$ cat config.mk
export PLATFORM = sky130hd
export DESIGN_NAME = chan_sigbist
export DESIGN_NICKNAME = d
export VERILOG_FILES = /design/src/rtl/bist_pkg.sv /design/src/rtl/bist_ctrl.sv /design/src/rtl/bist_misr.sv /design/src/rtl/bist_stim.sv /design/src/rtl/chan_sigbist.sv
export SDC_FILE = /design/constraint.sdc
export NUM_CORES = 1
export LEC_CHECK = 0
export BUFFER_PORTS_ARGS = -buffer_cell sky130_fd_sc_hd__buf_2
export CAP_MARGIN = 40
export CORE_MARGIN = 2
export CORE_UTILIZATION = 50
export CTS_CLUSTER_SIZE = 40
export DETAILED_ROUTE_END_ITERATION = 8
export PLACE_DENSITY = 0.74
export SLEW_MARGIN = 40
export SYNTH_ARGS = -nofsm -noshare
export SYNTH_HDL_FRONTEND = slang
export SYNTH_SLANG_ARGS = --single-unit
$ cat constraint.sdc
create_clock -name clk -period 4.9 [get_ports clk]
set_input_delay 0.735 -clock clk [delete_from_list [all_inputs] [get_ports clk]]
set_output_delay 0.735 -clock clk [all_outputs]
set_load 0.02 [all_outputs]
$ cat src/rtl/bist_pkg.sv
package bist_pkg;
  localparam int SAMPLE_W = 16;
  localparam int PHASE_W  = 6;
  localparam int LFSR_W   = 23;
  localparam int LFSR_TAP = 18;
  localparam int COUNT_W  = 20;
  localparam int LANES    = 2;
  localparam logic [SAMPLE_W-1:0] SIG_POLY = 16'h100B;

  typedef enum logic [1:0] {
    ST_IDLE  = 2'd0,
    ST_ARMED = 2'd1,
    ST_RUN   = 2'd2,
    ST_DONE  = 2'd3
  } bist_st_e;
endpackage

$ cat src/rtl/bist_ctrl.sv
module bist_ctrl
  import bist_pkg::*;
#(
  parameter int CW = COUNT_W
) (
  input  logic          clk,
  input  logic          rst_n,
  input  logic          arm_ok,
  input  logic          sync,
  input  logic          valid,
  input  logic [CW-1:0] cnt_init,
  output logic          running,
  output logic          done,
  output logic          upd
);
  bist_st_e      st_q, st_d;
  logic [CW-1:0] cnt_q, cnt_d;
  logic          cnt_en;

  assign running = (st_q == ST_RUN);
  assign done    = (st_q == ST_DONE);
  // an accepted arm overrides the sample in the same cycle
  assign upd     = running & valid & ~arm_ok;
  assign cnt_en  = arm_ok | upd;

  always_comb begin
    st_d  = st_q;
    cnt_d = cnt_q;
    if (arm_ok) begin
      st_d  = ST_ARMED;
      cnt_d = cnt_init;
    end else begin
      case (st_q)
        ST_ARMED: if (sync) st_d = (cnt_q == '0) ? ST_DONE : ST_RUN;
        ST_RUN: if (valid) begin
          cnt_d = cnt_q - 1'b1;
          if (cnt_q == CW'(1)) st_d = ST_DONE;
        end
        default: ;
      endcase
    end
  end

  always_ff @(posedge clk or negedge rst_n) begin
    if (!rst_n) st_q <= ST_IDLE;
    else        st_q <= st_d;
  end

  always_ff @(posedge clk or negedge rst_n) begin
    if (!rst_n)      cnt_q <= '0;
    else if (cnt_en) cnt_q <= cnt_d;
  end

  a_r12_busy_done_excl: assert property (@(posedge clk) disable iff (!rst_n)
    !(running && done));
  a_r9_done_sticky: assert property (@(posedge clk) disable iff (!rst_n)
    (done && !arm_ok) |=> done);
  a_r10_zero_len: assert property (@(posedge clk) disable iff (!rst_n)
    (st_q == ST_ARMED && sync && !arm_ok && cnt_q == '0) |=> done);
  a_r1_count_step: assert property (@(posedge clk) disable iff (!rst_n)
    upd |=> (cnt_q == $past(cnt_q) - 1'b1));
  a_r6_arm_loads: assert property (@(posedge clk) disable iff (!rst_n)
    arm_ok |=> (st_q == ST_ARMED && cnt_q == $past(cnt_init)));
endmodule

$ cat src/rtl/bist_misr.sv
module bist_misr
  import bist_pkg::*;
#(
  parameter int             W    = SAMPLE_W,
  parameter logic [W-1:0]   POLY = SIG_POLY
) (
  input  logic         clk,
  input  logic         rst_n,
  input  logic         clr,
  input  logic         upd,
  input  logic [W-1:0] din,
  output logic [W-1:0] sig
);
  logic [W-1:0] sig_q, sig_d;
  logic         sig_en;

  assign sig_en = clr | upd;

  always_comb begin
    sig_d = sig_q;
    if (clr)      sig_d = '0;
    else if (upd) sig_d = {sig_q[W-2:0], 1'b0} ^ (sig_q[W-1] ? POLY : '0) ^ din;
  end

  always_ff @(posedge clk or negedge rst_n) begin
    if (!rst_n)      sig_q <= '0;
    else if (sig_en) sig_q <= sig_d;
  end

  assign sig = sig_q;

  a_r9_sig_hold: assert property (@(posedge clk) disable iff (!rst_n)
    (!clr && !upd) |=> $stable(sig_q));
  a_r6_sig_clear: assert property (@(posedge clk) disable iff (!rst_n)
    clr |=> (sig_q == '0));
endmodule

$ cat src/rtl/bist_stim.sv
module bist_stim
  import bist_pkg::*;
#(
  parameter int LW  = LFSR_W,
  parameter int TAP = LFSR_TAP
) (
  input  logic                clk,
  input  logic                rst_n,
  input  logic                load,
  input  logic                step,
  input  logic [1:0]          mode_in,
  input  logic [SAMPLE_W-1:0] ext_i,
  input  logic [SAMPLE_W-1:0] ext_q,
  output logic [SAMPLE_W-1:0] stim_i,
  output logic [SAMPLE_W-1:0] stim_q
);
  localparam int SW = SAMPLE_W;
  localparam int PW = PHASE_W;
  localparam logic [PW-1:0] QUARTER = PW'(1 << (PW - 2));

  logic [1:0]    mode_q;
  logic [LW-1:0] lfsr_q, lfsr_d;
  logic [PW-1:0] ph_q, ph_d;
  logic          gen_en;

  function automatic logic [SW-1:0] qtr_mag(input logic [4:0] k);
    case (k)
      5'd0:  qtr_mag = 16'd0;
      5'd1:  qtr_mag = 16'd3212;
      5'd2:  qtr_mag = 16'd6393;
      5'd3:  qtr_mag = 16'd9512;
      5'd4:  qtr_mag = 16'd12539;
      5'd5:  qtr_mag = 16'd15446;
      5'd6:  qtr_mag = 16'd18204;
      5'd7:  qtr_mag = 16'd20787;
      5'd8:  qtr_mag = 16'd23170;
      5'd9:  qtr_mag = 16'd25329;
      5'd10: qtr_mag = 16'd27245;
      5'd11: qtr_mag = 16'd28898;
      5'd12: qtr_mag = 16'd30273;
      5'd13: qtr_mag = 16'd31356;
      5'd14: qtr_mag = 16'd32137;
      5'd15: qtr_mag = 16'd32609;
      default: qtr_mag = 16'd32767;
    endcase
  endfunction

  function automatic logic [SW-1:0] sine_at(input logic [PW-1:0] p);
    logic [4:0]    k;
    logic [SW-1:0] m;
    k = p[4] ? (5'd16 - {1'b0, p[3:0]}) : {1'b0, p[3:0]};
    m = qtr_mag(k);
    sine_at = p[5] ? (~m + 1'b1) : m;
  endfunction

  assign gen_en = load | step;

  always_comb begin
    lfsr_d = lfsr_q;
    ph_d   = ph_q;
    if (load) begin
      lfsr_d = '1;
      ph_d   = '0;
    end else if (step) begin
      lfsr_d = {lfsr_q[LW-2:0], lfsr_q[LW-1] ^ lfsr_q[TAP-1]};
      ph_d   = ph_q + 1'b1;
    end
  end

  always_ff @(posedge clk or negedge rst_n) begin
    if (!rst_n) begin
      lfsr_q <= '1;
      ph_q   <= '0;
    end else if (gen_en) begin
      lfsr_q <= lfsr_d;
      ph_q   <= ph_d;
    end
  end

  always_ff @(posedge clk or negedge rst_n) begin
    if (!rst_n)    mode_q <= '0;
    else if (load) mode_q <= mode_in;
  end

  always_comb begin
    stim_i = '0;
    stim_q = '0;
    if (step) begin
      if (mode_q[1]) begin
        stim_i = lfsr_q[SW-1:0];
        stim_q = lfsr_q[LW-1:LW-SW];
      end else if (mode_q[0]) begin
        stim_i = sine_at(ph_q);
        stim_q = sine_at(ph_q + QUARTER);
      end else begin
        stim_i = ext_i;
        stim_q = ext_q;
      end
    end
  end

  a_r3_lfsr_live: assert property (@(posedge clk) disable iff (!rst_n)
    step |-> (lfsr_q != '0));
  a_r4_phase_adv: assert property (@(posedge clk) disable iff (!rst_n)
    (step && !load) |=> (ph_q == $past(ph_q) + 1'b1));
  a_r3_seed_on_load: assert property (@(posedge clk) disable iff (!rst_n)
    load |=> (lfsr_q == '1 && ph_q == '0));
endmodule

$ cat src/rtl/chan_sigbist.sv
module chan_sigbist
  import bist_pkg::*;
(
  input  logic                clk,
  input  logic                rst_n,
  input  logic                sleep_in,
  input  logic                arm_in,
  input  logic                sync_in,
  input  logic [COUNT_W-1:0]  run_len,
  input  logic [1:0]          mode_sel,
  input  logic [SAMPLE_W-1:0] ext_i,
  input  logic [SAMPLE_W-1:0] ext_q,
  output logic [SAMPLE_W-1:0] stim_i,
  output logic [SAMPLE_W-1:0] stim_q,
  input  logic                chan_valid,
  input  logic [SAMPLE_W-1:0] chan_i,
  input  logic [SAMPLE_W-1:0] chan_q,
  output logic [SAMPLE_W-1:0] sig_i,
  output logic [SAMPLE_W-1:0] sig_q,
  output logic                busy,
  output logic                done
);
  logic [1:0] rs_q;
  logic       rst_l;
  logic       arm_ok, running, upd;

  logic [LANES-1:0][SAMPLE_W-1:0] lane_in, lane_sig;

  always_ff @(posedge clk or negedge rst_n) begin
    if (!rst_n) rs_q <= '0;
    else        rs_q <= {rs_q[0], 1'b1};
  end
  assign rst_l = rs_q[1];

  assign arm_ok = arm_in & sleep_in;

  bist_ctrl #(.CW(COUNT_W)) u_ctrl (
    .clk(clk), .rst_n(rst_l), .arm_ok(arm_ok), .sync(sync_in),
    .valid(chan_valid), .cnt_init(run_len),
    .running(running), .done(done), .upd(upd)
  );

  bist_stim #(.LW(LFSR_W), .TAP(LFSR_TAP)) u_stim (
    .clk(clk), .rst_n(rst_l), .load(arm_ok), .step(running),
    .mode_in(mode_sel), .ext_i(ext_i), .ext_q(ext_q),
    .stim_i(stim_i), .stim_q(stim_q)
  );

  assign lane_in[0] = chan_i;
  assign lane_in[1] = chan_q;

  for (genvar g = 0; g < LANES; g++) begin : g_lane
    bist_misr #(.W(SAMPLE_W), .POLY(SIG_POLY)) u_misr (
      .clk(clk), .rst_n(rst_l), .clr(arm_ok), .upd(upd),
      .din(lane_in[g]), .sig(lane_sig[g])
    );
  end

  assign sig_i = lane_sig[0];
  assign sig_q = lane_sig[1];
  assign busy  = running;

  a_r11_arm_wins: assert property (@(posedge clk) disable iff (!rst_l)
    arm_ok |=> (!busy && !done && sig_i == '0 && sig_q == '0));
endmodule

# Yosys cells after proc, flatten, opt, wreduce, memory -nomap -nowiden
# Memories as Yosys holds them, arrays and structs flattened.
# Index checks and enable logic that the tools add are counted.
# word_totals
wordCells	83
input_bits	92
mem_count	2
romBits	480
register_bits	87
output_inout_bits	66
# memory_table
memory	words	width	read_ports	rd_clocked_by_memory_dff	write_ports	line	source
(name not given)	16	15	1	0	0	bist_stim.sv:27	case (k)
(name not given)	16	15	1	0	0	bist_stim.sv:27	
# op_classes
bitwise	13
reduce_logical	9
n_addsub	7
n_mux	37
eq_ne	7
# ops
cell	n
16-bit two-way mux	20
16-bit XOR	4
20-bit two-way mux	3
23-bit two-way mux	2
16-bit by 1-bit adder with 16-bit output, second input constant	2
16-bit inverter	2
13-bit two-way mux	2
20-bit by 1-bit equality test with 1-bit output, second input constant	1
20-bit zero test	1
20-bit by 1-bit subtractor with 20-bit output, second input constant	1
6-bit two-way mux	2
5-bit two-way mux	2
5-bit by 4-bit subtractor with 5-bit output, first input constant	2
3-bit by 2-bit != test with 1-bit output, second input constant	3
2-bit two-way mux	4
6-bit by 1-bit adder with 6-bit output, second input constant	1
6-bit by 5-bit adder with 6-bit output, second input constant	1
2-bit nonzero test	3
2-bit equality test, second input constant	2
2-bit case mux with 2 select lines	1
2-bit AND reduction	2
4-bit AND reduction	1
1-bit AND	3
3-bit AND reduction	1
other kinds (6)	7

# Logic depth before layout (Yosys ltp)
# Gate-level depths: netlist (run 1).
# An unclocked memory read counts as a cell.
# depth
depth_word	14
mapped_depth	18
ltp_nobuf	16

# Cells and area by module
# Synthesis (run 1) repeated with hierarchy kept, for this count alone.
# unflattened
cells_unflattened	867
area_unflattened_um2	7141.8
# by_module_without_submodules
module	area_per_inst_um2	seq_area_each_um2	instances	cells_each
bist_stim	4161.5	804.5	1	570
bist_misr	793.3	400.4	2	73
bist_ctrl	1333.8	550.5	1	147
chan_sigbist	60.1	50.0	1	4

# Worst setup path before layout (run 1)
# Ideal clock, no wire load.
# synth_path
kind	reg-to-output
from	register u_stim.ph_q[0]
to	output stim_q[14]
n_path_buf	2
stages_incl_launch_ff	18
arrival_ps	4826
setup_slack_ps	-661
required_ps	4165
cell_sequence	dfrtp_1 > clkbuf_1 > inv_1 > ha_1 > mux2i_1 > inv_1 > ha_1 > clkbuf_1 > inv_1 > a2111oi_0 > o21ai_0 > a21oi_1 > ha_1 > nand2_1 > a21oi_1 > nand4_2 > or3_1 > o311ai_1
# synth_between
elab_chain_len	14
# synth_rtl
item	line	source
from (decl)	bist_stim.sv:23	logic [PW-1:0] ph_q, ph_d;
from (signal assigned)	bist_stim.sv:76	ph_q <= ph_d;
6-bit by 5-bit adder with 6-bit output *	bist_stim.sv:94	stim_q = sine_at(ph_q + QUARTER);
5-bit by 4-bit subtractor with 5-bit output	bist_stim.sv:51	k = p[4] ? (5'd16 - {1'b0, p[3:0]}) : {1'b0, p[3:0]};
5-bit two-way mux	bist_stim.sv:51	
memory read 16 x 15 bit	-	
16-bit two-way mux	bist_stim.sv:27	
16-bit two-way mux	bist_stim.sv:92	end else if (mode_q[0]) begin
16-bit two-way mux	bist_stim.sv:89	if (mode_q[1]) begin
16-bit two-way mux	bist_stim.sv:88	if (step) begin
16-bit inverter	bist_stim.sv:53	sine_at = p[5] ? (~m + 1'b1) : m;
16-bit by 1-bit adder with 16-bit output	bist_stim.sv:53	
16-bit two-way mux *	bist_stim.sv:53	
16-bit two-way mux *	bist_stim.sv:92	
16-bit two-way mux *	bist_stim.sv:89	
16-bit two-way mux *	bist_stim.sv:88	
to (decl)	chan_sigbist.sv:14	output logic [SAMPLE_W-1:0] stim_q,
# Every way passes the cells marked *; elsewhere a longest branch is shown, timed or not. The select of a mux whose other input is x is not followed.

# Worst setup path after layout (run 1)
# layout_path
from	register u_stim.ph_q[1]
to	output stim_q[14]
# The elaborated chain is that of the path after synthesis.

==> results of run 1 <==
logic make-up after synthesis:
logic type                 Yosys count  synth area share (%)
adders and majority gates           13                  2.33
other                                1                0.0538
and+or+nand+nor                    318                  21.5
DFF                                 87                  31.6
muxes                               16                  2.35
buffers and inverters               94                  5.92
AOI/OAI and AO/OA                  266                  25.2
xor gates and xnor gates            86                  11.0
path summary, 6_finish.rpt:
kind,start,end,slack (ps),cells after the start
min in group clk,rs_q[0],rs_q[1],350,0
worst max register to register,u_ctrl.st_q[0],u_ctrl.cnt_q[14],2370,9
max in group asynchronous,rs_q[1],u_stim.ph_q[0],3600,1
worst min-delay path,rst_n,rs_q[1],160,1
worst min register to register,rs_q[1],u_ctrl.cnt_q[12],340,0
worst max-delay path,u_stim.ph_q[1],stim_q[14],260,16
final cells by class:
| type | count | area, um2 | share of cell area, % |
|---|---|---|---|
| clock inverters | 5 | 57.6 | 0.695 |
| well taps | 180 | 225 | 2.72 |
| multi-input cells | 700 | 4430 | 53.6 |
| clock buffers | 11 | 243 | 2.93 |
| flip-flops and latches | 87 | 2210 | 26.7 |
| inverters | 22 | 82.6 | 0.998 |
| repair buffers | 189 | 1030 | 12.4 |
cells in the final DEF, fill, tap and decap left out, drive strengths merged, types with 4 or more instances in the layout:
cell    count
buf       189
nand2     132
nor2       74
a21oi      68
xnor2      67
o21ai      65
dfrtp      64
a211oi     37
nand3      29
o211ai     25
dfstp      23
inv        20
xor2       19
nor3       17
mux2i      13
ha         13
clkbuf     11
nand2b     10
and2       10
nor4        9
o22ai       9
o31ai       8
o221ai      7
a31oi       7
nand4       7
a211o       5
nor2b       5
nand3b      4
o21a        4
a22oi       4
clkinv      4
or3         4
o311ai      4
Yosys cell counts, types with 18 or more instances:
cell | count | share of area, %
xor2_1 | 18 | 2.3
xnor2_1 | 66 | 8.3
o21ai_0 | 61 | 4.4
dfrtp_1 | 64 | 23
inv_1 | 20 | 1.1
dfstp_2 | 23 | 8.7
o211ai_1 | 25 | 2.7
nand3_1 | 29 | 2.1
clkbuf_1 | 50 | 2.7
a21oi_1 | 68 | 4.9
a211oi_1 | 36 | 3.9
nand2_1 | 131 | 7.1
nor2_1 | 73 | 3.9
report_power, final:
part | total [mW] | internal [mW] | switching, mW
registers | 1.08 | 0.922 | 0.158
clock network | 0.687 | 0.408 | 0.279
logic | 3.07 | 1.17 | 1.90
metrics by stage:
stage               hold WS [ps]  setup WS (ps)  util (%)
finish                       159            257      60.1
global route                 145         -0.872      60.1
CTS                          149           6.68      59.8
detailed placement           343            279      57.5
global placement             338            436      57.5
floorplan                    331            104         -
flip-flops by register name, summed over array words and instances (netlist names):
name and cells:
rs_q 2, g_lane.u_misr.sig 32, u_ctrl.st_q 2, u_stim.ph_q 6, u_stim.mode_q 2, u_ctrl.cnt_q 20, u_stim.lfsr_q 23
worst max-delay path: cells and delay by family (launching register included):
kind	cells	cell delay, ps
AO/OA/AOI/OAI	5	1010
multiplexers	1	200
AND/OR/NAND/NOR	3	700
buffers and inverters	4	460
flip-flops	1	360
adder cells (fa/ha/maj)	3	840
per-layer routing:
metal	track usage (%)	wire [um]
met2	42.7	9080
met5	0	0
met1	36.1	8740
met4	11.9	652
met3	5.29	1460
timing repair:
| item | 4_1_cts | 5_1_grt |
|---|---|---|
| hold buffers | 0 | 0 |
| buffers inserted | 0 | 1 |
| pin swaps | 1 | 2 |
| gates resized for setup | 1 | 9 |
| gates cloned | 0 | 0 |
| endpoints found under the setup margin | 1 | 12 |
==> flow_metrics.env, run 1 <==
export IMPL_status="finished clean"
export IMPL_leakagePower_nw=3.55
export IMPL_num_antenna_cells=0
export IMPL_grt_pass1_vias=6400
export IMPL_die_x_um=122
export IMPL_fin_crit_sh_pct=94.8
export IMPL_ys_dominant_reg_cell="dfrtp_1"
export IMPL_fin_nets=1114
export IMPL_antenna_left=0
export IMPL_area_delta_synth_final_pct=18.7
export IMPL_drc=0
export IMPL_tns_ps=0
export IMPL_seq_area_frac_synth_pct=31.6
export IMPL_cp_arrival_ps=3910
export IMPL_syn_area_mm2=0.00697
export IMPL_die_y_um=122
export IMPL_fin_area_mm2=0.00828
export IMPL_path_clk_slew_ps=60
export IMPL_n_fill_cell=1265
export IMPL_syn_nets=986
export IMPL_crit_path_max_incr_delay_ps=450
export IMPL_grt_overflow=0
export IMPL_async_reset_ff_share_pct=100
export IMPL_wl_um=19900
export IMPL_powerDensity_mw_per_mm2=584
export IMPL_ys_ff_latch=87
export IMPL_path_cells="inv_1 -> ha_1 -> mux2i_2 -> inv_1 -> ha_1 -> inv_1 -> a2111oi_4 -> o21ai_1 -> a21oi_1 -> ha_1 -> nand2_1 -> a21oi_2 -> nand4_2 -> or3_4 -> o311ai_4 -> buf_2"
export IMPL_drv_cap=0
export IMPL_drtIter0Drc=678
export IMPL_vias_per_cell=5.87
export IMPL_port_buffers=157
export IMPL_syn_mean_instance_area_um2=7.91
export IMPL_synth_warnings=0
export IMPL_placedCellCount=1177
export IMPL_row_count=43
export IMPL_dp_hpwl_um=14400
export IMPL_post_route_min_period_ps=4640
export IMPL_cts_buffer_depth=2
export IMPL_synth_edf_count=0
export IMPL_synth_distinct_cells=81
export IMPL_fin_cells=1194
export IMPL_die_area_mm2=0.0149
export IMPL_cts_tree="done"
export IMPL_cp_end_kind="output pin"
export IMPL_numCtsBuffers=9
export IMPL_route_vias_total=7006
export IMPL_cp_slowest_cell="or3_4"
export IMPL_start_util_pct=50.6
export IMPL_cts_root_buf="clkbuf_16"
export IMPL_max_freq_mhz=215
export IMPL_core_area_mm2=0.0138
export IMPL_hp_class="in -> async"
export IMPL_io_pins=158
export IMPL_finClkSkew_ps=8.98
export IMPL_clock_latency_ps=350
export IMPL_cp_required_ps=4160
export IMPL_grt_max_degree=82
export IMPL_critPathMaxFanout=5
export IMPL_drive_gt1_share_pct=26.3
export IMPL_placed_area_mm2=0.00792
export IMPL_slew_viol_final=0
export IMPL_hold_viol=0
export IMPL_tightest_slew_ps=816
export IMPL_grt_pass1_wl_um=32000
export IMPL_power_total_mw=4.83
export IMPL_antenna_found_initial=0
export IMPL_track_usage_pct=27.0
export IMPL_setup_violations=0
export IMPL_ir_drop_mv=0.333
export IMPL_htreeDepth=3
export IMPL_synthCells=881
export IMPL_cts_sinks=87
export IMPL_gp_congestion=0.932
export IMPL_wire_per_inst_um=16.7
export IMPL_start_kind="flip-flop"
export IMPL_max_slew_margin_pct=44.9
export IMPL_drt_pass1_iter_count=6
export IMPL_worstSetupPathType="reg -> out"
No activity file was read; power rests on OpenSTA's default activity.
==> inputs of run 2 (changes only) <==
GPL_TIMING_DRIVEN = 0   (was not set)
PLACE_DENSITY = 0.73   (was 0.74)
SYNTH_HIERARCHICAL = 1   (was not set)
==> flow_metrics.env, run 2 <==
export IMPL_synth_distinct_cells=83
export IMPL_drc=0
export IMPL_seq_area_frac_synth_pct=30.9
export IMPL_antenna_left=0
export IMPL_grt_pass1_wl_um=35400
export IMPL_num_antenna_cells=0
export IMPL_route_vias_total=7590
export IMPL_drt_pass1_iter_count=5
export IMPL_critPathMaxFanout=10
export IMPL_hold_viol=0
export IMPL_vias_per_cell=6.17
export IMPL_cp_required_ps=4160
export IMPL_setup_violations=0
export IMPL_ff2ff_path_depth=5
export IMPL_synth_top_cell_area_share_pct=22.4
export IMPL_worstSetupPathType="reg -> out"
export IMPL_cp_arrival_ps=4020
export IMPL_crit_top_cell="buf_4"
export IMPL_ys_top_cells_by_area="dfrtp_1, dfstp_2, xnor2_1"
export IMPL_synthCells=867
export IMPL_post_route_min_period_ps=4760
export IMPL_tightest_slew_ps=811
export IMPL_cp_slowest_cell="or4b_1"
export IMPL_die_x_um=124
export IMPL_drive_gt1_share_pct=28.5
export IMPL_seqCellArea_mm2=0.00221
export IMPL_path_cells="buf_4 -> or4b_1 -> buf_2 -> o211a_1 -> clkbuf_1 -> a311oi_1 -> ha_1 -> nand2_1 -> nor3_4 -> nand4_4 -> o31ai_4 -> xnor2_2 -> o31ai_2 -> buf_4"
export IMPL_hp_class="in -> async"
export IMPL_area_delta_synth_final_pct=23.0
export IMPL_power_total_mw=2.25
export IMPL_wire_per_inst_um=18.4
export IMPL_layout_commonest_cell="buf_2"
export IMPL_row_count=43
export IMPL_fin_cells=1230
export IMPL_start_kind="flip-flop"
export IMPL_placed_area_mm2=0.00820
export IMPL_worstReg2RegStart="u_ctrl/st_q[1]"
export IMPL_max_freq_mhz=210
export IMPL_synth_warnings=6
export IMPL_die_area_mm2=0.0153
export IMPL_drv_cap=0
export IMPL_grt_pass1_vias=7059
export IMPL_slew_viol_final=0
export IMPL_largest_reg_flops=32
export IMPL_leakagePower_nw=3.67
export IMPL_cp_depth=14
export IMPL_cts_buffer_depth=2
export IMPL_gp_congestion=0.977
export IMPL_path_clk_slew_ps=70
export IMPL_syn_nets=973
export IMPL_syn_mean_instance_area_um2=8.24
export IMPL_synth_largest_area_cell="dfrtp_1"
export IMPL_cp_top_family="compound AO/OA/AOI/OAI gates"
export IMPL_fin_util_pct=63.0
export IMPL_antenna_found_initial=1
export IMPL_synth_common_cells="nor2_1, nand2_1, dfrtp_1"
export IMPL_cts_root_buf="clkbuf_16"
export IMPL_wl_um=22600
export IMPL_yosysMostFrequentCell="nor2_1"
export IMPL_postCtsHoldBufs=0
export IMPL_grt_max_degree=38
export IMPL_fin_area_mm2=0.00878
export IMPL_clock_latency_ps=360
export IMPL_io_pins=158
export IMPL_tns_ps=0
export IMPL_status="finished clean"
export IMPL_ir_drop_mv=0.207
export IMPL_async_reset_ff_share_pct=100
export IMPL_final_cell_mix="buf_2, nor2_1, nand2_1"
export IMPL_core_area_mm2=0.0139
export IMPL_synth_edf_count=0
export IMPL_path_buf_inv=4
export IMPL_multi_input_area_mm2=0.00473
export IMPL_cts_sinks=87
export IMPL_reg2reg_to="u_stim/lfsr_q[22]"
export IMPL_dp_hpwl_um=16700
export IMPL_track_usage_pct=29.6
export IMPL_crit_start="u_stim/ph_q[0]"
export IMPL_ys_ff_latch=87
export IMPL_placedCellCount=1206
export IMPL_crit_path_max_incr_delay_ps=460
export IMPL_numCtsBuffers=9
export IMPL_htreeDepth=3
export IMPL_r2r_slack_ps=2370
export IMPL_drtIter0Drc=642
export IMPL_die_y_um=124
export IMPL_n_fill_cell=1253
export IMPL_ys_dominant_reg_cell="dfrtp_1"
export IMPL_syn_area_mm2=0.00714
export IMPL_cp_end_kind="output pin"
export IMPL_max_slew_margin_pct=46.0
export IMPL_grt_overflow=0
export IMPL_fin_nets=1151
export IMPL_start_util_pct=51.3
export IMPL_cts_tree="done"
export IMPL_powerDensity_mw_per_mm2=256
export IMPL_fin_crit_sh_pct=97.1
export IMPL_port_buffers=157
export IMPL_finClkSkew_ps=7.42
run 2: cell types whose count changed in the layout (fill, tap and decap cells not counted), sizes merged, moves of 5 or more:
cell	previous run	this run
a21oi	68	60
buf	189	197
xnor2	67	49
o21ai	65	56
mux2i	13	38
o211ai	25	17
nand2	132	86
nor3	17	29
nor2	74	98
clkbuf	11	42
and3	1	6
a31oi	7	17
nand3	29	12
run 2: logic make-up (layout without fill, tap and decap cells):
family / after synthesis / count (layout) / synth area share, %
xor+xnor: 70 / 70 / 9.00
fa+ha+maj: 14 / 14 / 2.45
buf+inv: 85 / 268 / 5.38
mux: 41 / 41 / 5.80
compound gates: 259 / 259 / 24.4
other cells: 1 / 1 / 0.0525
flops: 87 / 87 / 30.9
simple gates: 310 / 310 / 22.1
run 2: timing repair:
item / 4_1_cts / 5_1_grt
buffers inserted: 5 / 4
pin swaps: 5 / 6
cloned: 0 / 0
gates resized for setup: 27 / 28
endpoints found under the setup margin: 32 / 18
run 2: layout make-up:
class | instances | area share (%)
Multi-Input combinational cell | 695 | 53.8
Sequential cell | 87 | 25.2
Timing Repair Buffer | 168 | 10.3
Buffer | 62 | 3.69
Clock buffer | 9 | 2.56
Tap cell | 180 | 2.56
Inverter | 22 | 1.01
Clock inverter | 7 | 0.897
run 2: worst register-to-register path: cells and delay by family (launching register included):
kind,cells,cell delay [ps]
DFF,1,470
muxes,1,270
buffers and inverters,2,1150
and+or+nand+nor,2,550
run 2: worst max path at each step:
stage	endpoint	slack (ps)
final	stim_q[14]	140
after floorplan	stim_i[12]	200
after CTS	stim_q[8]	10
after global routing	stim_q[14]	-40
after global placement	stim_q[14]	-900
after detailed placement	stim_q[14]	-830
run 2: per-layer routing:
metal  vias up  GRT usage, %  wire length (um)
met1      3550          40.2              9490
li1       3525             -                 -
met2       423          45.2             10200
met4         0          12.9               809
met5         -             0                 0
met3        92          6.64              2040
run 2: where the power goes:
part / total (mW) / switching (mW) / leakage (nW) / internal, mW
registers: 0.824 / 0.0549 / 1.07 / 0.769
clock network: 0.710 / 0.309 / 0.144 / 0.401
logic: 0.713 / 0.443 / 2.45 / 0.270
total: 2.25 / 0.806 / 3.67 / 1.44
run 2: stage by stage:
step / hold slack, ps / worst slack (ps)
after floorplan: 331 / 198
after global placement: 332 / -898
after detailed placement: 195 / -830
after CTS: 156 / 9.94
after global routing: 150 / -39.7
final: 158 / 142
